[src/rtl/exc_ctrl.sv]
module exc_ctrl #(
  parameter int AW = 32,
  parameter logic [AW-1:0] VEC_BASE = '0
) (
  input  logic          clk,
  input  logic          rst_n,
  input  logic          req_undef,
  input  logic          req_swi,
  input  logic          req_pabt,
  input  logic          req_dabt,
  input  logic          req_irq,
  input  logic          req_fiq,
  input  logic [AW-1:0] cur_pc,
  input  logic          ret_req,
  input  logic [AW-1:0] lr_val,
  input  logic          st_we,
  input  logic [31:0]   st_wdata,
  output logic [31:0]   status,
  output logic [31:0]   spsr_cur,
  output logic          redir_vld,
  output logic [AW-1:0] redir_pc,
  output logic          lnk_we,
  output logic [4:0]    lnk_mode,
  output logic [AW-1:0] lnk_data,
  output logic          ret_err
);
  localparam logic [4:0]  M_FIQ = 5'h11;
  localparam logic [4:0]  M_IRQ = 5'h12;
  localparam logic [4:0]  M_SVC = 5'h13;
  localparam logic [4:0]  M_ABT = 5'h17;
  localparam logic [4:0]  M_UND = 5'h1B;
  localparam int          NBANK = 5;
  localparam logic [2:0]  NO_BANK = 3'd7;
  localparam logic [31:0] ST_MASK = 32'hF800_00FF;
  localparam logic [31:0] ST_RST  = {24'h0, 1'b1, 1'b1, 1'b0, M_SVC};

  function automatic logic [2:0] bank_of(input logic [4:0] m);
    case (m)
      M_FIQ:   bank_of = 3'd0;
      M_IRQ:   bank_of = 3'd1;
      M_SVC:   bank_of = 3'd2;
      M_ABT:   bank_of = 3'd3;
      M_UND:   bank_of = 3'd4;
      default: bank_of = NO_BANK;
    endcase
  endfunction

  logic [31:0] st_q;
  logic [31:0] sv_q [NBANK];

  logic       take, set_f;
  logic [4:0] tgt, voff;
  logic [2:0] cur_bank, tgt_bank;
  logic       has_sv;

  wire irq_ok = req_irq & ~st_q[7];
  wire fiq_ok = req_fiq & ~st_q[6];

  always_comb begin
    take  = 1'b1;
    set_f = 1'b0;
    tgt   = M_SVC;
    voff  = 5'h00;
    if (req_dabt)       begin tgt = M_ABT; voff = 5'h10; end
    else if (fiq_ok)    begin tgt = M_FIQ; voff = 5'h1C; set_f = 1'b1; end
    else if (irq_ok)    begin tgt = M_IRQ; voff = 5'h18; end
    else if (req_pabt)  begin tgt = M_ABT; voff = 5'h0C; end
    else if (req_undef) begin tgt = M_UND; voff = 5'h04; end
    else if (req_swi)   begin tgt = M_SVC; voff = 5'h08; end
    else                take = 1'b0;
  end

  assign cur_bank = bank_of(st_q[4:0]);
  assign tgt_bank = bank_of(tgt);
  assign has_sv   = cur_bank != NO_BANK;
  assign spsr_cur = has_sv ? sv_q[cur_bank] : 32'h0;
  assign status   = st_q;

  always_ff @(posedge clk or negedge rst_n) begin
    if (!rst_n) begin
      st_q      <= ST_RST;
      for (int b = 0; b < NBANK; b++) sv_q[b] <= '0;
      redir_vld <= 1'b1;
      redir_pc  <= VEC_BASE;
      lnk_we    <= 1'b0;
      lnk_mode  <= '0;
      lnk_data  <= '0;
      ret_err   <= 1'b0;
    end else begin
      redir_vld <= 1'b0;
      lnk_we    <= 1'b0;
      ret_err   <= 1'b0;
      if (take) begin
        sv_q[tgt_bank] <= st_q;
        st_q      <= {st_q[31:8], 1'b1, st_q[6] | set_f, 1'b0, tgt};
        redir_vld <= 1'b1;
        redir_pc  <= VEC_BASE + AW'(voff);
        lnk_we    <= 1'b1;
        lnk_mode  <= tgt;
        lnk_data  <= cur_pc;
      end else if (ret_req) begin
        if (has_sv) begin
          st_q      <= sv_q[cur_bank] & ST_MASK;
          redir_vld <= 1'b1;
          redir_pc  <= lr_val;
        end else begin
          ret_err <= 1'b1;
        end
      end else if (st_we) begin
        st_q <= st_wdata & ST_MASK;
      end
    end
  end
endmodule


[config.mk]
export PLATFORM = sky130hd
export DESIGN_NAME = exc_ctrl
export DESIGN_NICKNAME = d
export VERILOG_FILES = /design/src/rtl/exc_ctrl.sv
export SDC_FILE = /design/constraint.sdc
export NUM_CORES = 1
export LEC_CHECK = 0
export ABC_CLOCK_PERIOD_IN_PS = 5190
export BUFFER_PORTS_ARGS = -buffer_cell sky130_fd_sc_hd__buf_4
export CORE_ASPECT_RATIO = 1.5
export CORE_MARGIN = 2
export CORE_UTILIZATION = 54
export DETAILED_ROUTE_END_ITERATION = 10
export PLACE_DENSITY = 0.88
export SYNTH_ARGS = -nofsm -noshare
export SYNTH_HDL_FRONTEND = slang
export SYNTH_SLANG_ARGS = --single-unit
[constraint.sdc]
create_clock -name clk -period 5.19 [get_ports clk]
set_input_delay 0.519 -clock clk [delete_from_list [all_inputs] [get_ports clk]]
set_output_delay 0.519 -clock clk [all_outputs]
set_load 0.02 [all_outputs]
==> flow_summary.yaml <==
placed_design:
  dpl.hpwl_um: 12400
  pre_cts_slack_ns: 2.04
  finalWeightedCongestion: 0.793
  portBuffers: 184
synth:
  synthTopCellsByArea: "dfrtp_1 (51%), mux2_2 (8.9%), nand2_1 (6.5%)"
  yosysTopAreaCell: "dfrtp_1"
  synth_common_cells: "dfrtp_1 (144), nand2_1 (122), mux2_2 (56)"
  synth_area_per_cell_um2: 10.9
  synth_async_sr_flop_share: 1.00
  ys_warn_count: 0
  synth_flop_cell: "dfrtp_1"
  synth_seq_area_share: 0.533
  netlist_area_mm2: 0.00706
  ys_types: 62
  postSynthCellCount: 648
  synth_top_area_frac: 0.511
  yosysMostFrequentCell: "dfrtp_1"
  synth_seq_cells: 150
  synth_edf_count: 0
clock_network:
  cts_htree_levels: 4
  cts_buffer_depth: 2
  clk_latency_ns: 0.42
  hold_buffers: 0
  path_clk_slew_ns: 0.06
  clock-root-buffer: "clkbuf_16"
  cts_sinks: 150
  cts_tree: "done"
  cts_made_buffers: 17
  post_cts_buffers: 0
  cts_resized: 0
die:
  initial_core_util: 0.547
  die_h_um: 144
  die_w_um: 97.3
  die_area_mm2: 0.0140
  core_mm2: 0.0129
  rows: 51
  ios: 242
route:
  drt_iter0_drc: 373
  drc: 0
  wl_per_cell_um: 19.0
  dr.pass1.iters: 5
  antenna_left: 0
  via_per_inst: 5.75
  drt-total-wl_um: 18600
  vias: 5634
hold_path:
  hp-class: "primary input to async pin"
worst_setup_path:
  setup.worst_path.class: "flop to primary output"
  r2r-start: "status[2]"
  arrival_ns: 3.13
  critPathMaxFanout: 25
  cp-start-kind: "flop"
  cp.required_ns: 4.67
  r2r-end: "redir_pc[7]"
  r2r_slack_ns: 2.15
  cp-end-kind: "primary output"
  reg2reg_depth: 4
sta:
  finalCritPeriodShare: 0.703
  grt_setup_unrepaired: "false"
  worst_slack_ns: 1.54
  slew_violations: 0
  fin_crit_ns: 3.65
  timing.final.hold_violations: 0
  worst_pin_slew_ns: 1.29
  skew_ns: 0.00956
  setup_viol: 0
  fmax_mhz: 274
  finalSetupTns_ns: 0
  relSlewSlack: 0.137
power:
  power_density_mw_per_mm2: 409
  ir_drop_uv: 242
  p_leak_nw: 4.33
global_routing:
  grt_antenna_before_repair: 0
  grt_pass1_wl_um: 28200
  grt_pass1_vias: 5365
  overflow: 0
  grtUsageTotal: 0.258
  grt_start_max_net_pins: 114
cells_and_area:
  area_growth_pct: 26.1
  fin_nets: 914
  drive_above_1_share: 0.365
  final.fill_count: 967
  diodes: 0
run_status:
  outcome: "completed"
run:
  maxCapViolations: 0
critical path, cell delays in order, from the launching register on:
cell and delay, ns:
dfrtp_1 0.67, nor2b_1 0.54, and4_1 0.95, a21oi_1 0.31
inv_1 0.10, buf_4 0.14
kinds of logic (layout without fill, tap and decap cells):
group / after synthesis / after routing / share of synthesized area
multiplexers: 59 / 59 / 0.0940
flip-flops: 150 / 150 / 0.533
AND/OR/NAND/NOR: 199 / 199 / 0.133
buffers and inverters: 92 / 227 / 0.0803
other: 1 / 38 / 0.000531
AO/OA/AOI/OAI: 147 / 147 / 0.159
area by class of cell:
| class | count | area (um^2) | area share |
|---|---|---|---|
| Clock buffer | 17 | 425 | 0.0478 |
| Clock inverter | 14 | 198 | 0.0222 |
| Inverter | 8 | 30.0 | 0.00337 |
| Multi-Input combinational cell | 443 | 2870 | 0.323 |
| Sequential cell | 150 | 3760 | 0.423 |
| Tap cell | 159 | 199 | 0.0224 |
| Timing Repair Buffer | 188 | 1420 | 0.159 |
state kept, by name (all words and copies together) (netlist names):
signal,flops
lnk_we,1
lnk_data,32
sv_q,65
redir_pc,32
redir_vld,1
status,13
lnk_mode,5
ret_err,1
cell usage in the layout (no fill, tap or decap), types with 5 or more instances in the layout:
cell       netlist  final
a2111oi_2        5      5
a21oi_1         17     17
a221oi_1         7      7
a22o_1          37     37
buf_4           43    187
clkbuf_16        0     17
conb_1           1     38
dfrtp_1        144    144
dfstp_2          6      6
inv_1            7      7
mux2_2          56     56
nand2_1        122    122
nand2b_1         7      7
nor2_1          19     19
nor2b_1         14     14
nor4_1           5      5
o2111ai_1        5      5
o21ai_0         29     29
o21ai_1          5      5
o2bb2ai_1       14     14
power breakdown:
group / internal, mW / switching [mW]
logic: 0.388 / 0.432
registers: 1.36 / 0.153
clock network: 0.808 / 0.501
per-stage QoR:
step / instance area (um^2) / hold slack, ns / power (mW) / instances / utilization
final: 8900 / 0.199 / 3.64 / 979 / 0.690
after global routing: 8900 / 0.288 / 3.79 / 979 / 0.690
after CTS: 8900 / 0.279 / 3.66 / 979 / 0.690
after detailed placement: 8280 / 0.457 / 2.34 / 948 / 0.642
after global placement: 8280 / 0.450 / 2.31 / 948 / 0.642
after floorplan: 7190 / 0.223 / 2.04 / 685 / -
routing by layer:
| layer | GRT usage | vias up | routed length (um) |
|---|---|---|---|
| met5 | 0 | - | 0 |
| met4 | 0.124 | 0 | 608 |
| met3 | 0.0449 | 41 | 1210 |
| met2 | 0.451 | 261 | 9830 |
| met1 | 0.311 | 2799 | 7000 |
| li1 | - | 2533 | - |
worst max-delay path by stage:
| stage | cells after the start | slack, ns | endpoint | from |
|---|---|---|---|---|
| floorplan | 6 | 2.90 | spsr_cur[27] | status[4] |
| global placement | 5 | 2.10 | spsr_cur[6] | status[2] |
| detailed placement | 5 | 2.04 | spsr_cur[6] | status[2] |
| CTS | 5 | 1.59 | spsr_cur[6] | status[2] |
| global route | 5 | 1.42 | spsr_cur[6] | status[2] |
| finish | 5 | 1.54 | spsr_cur[6] | status[2] |
No activity file was read; power rests on OpenSTA's default activity.
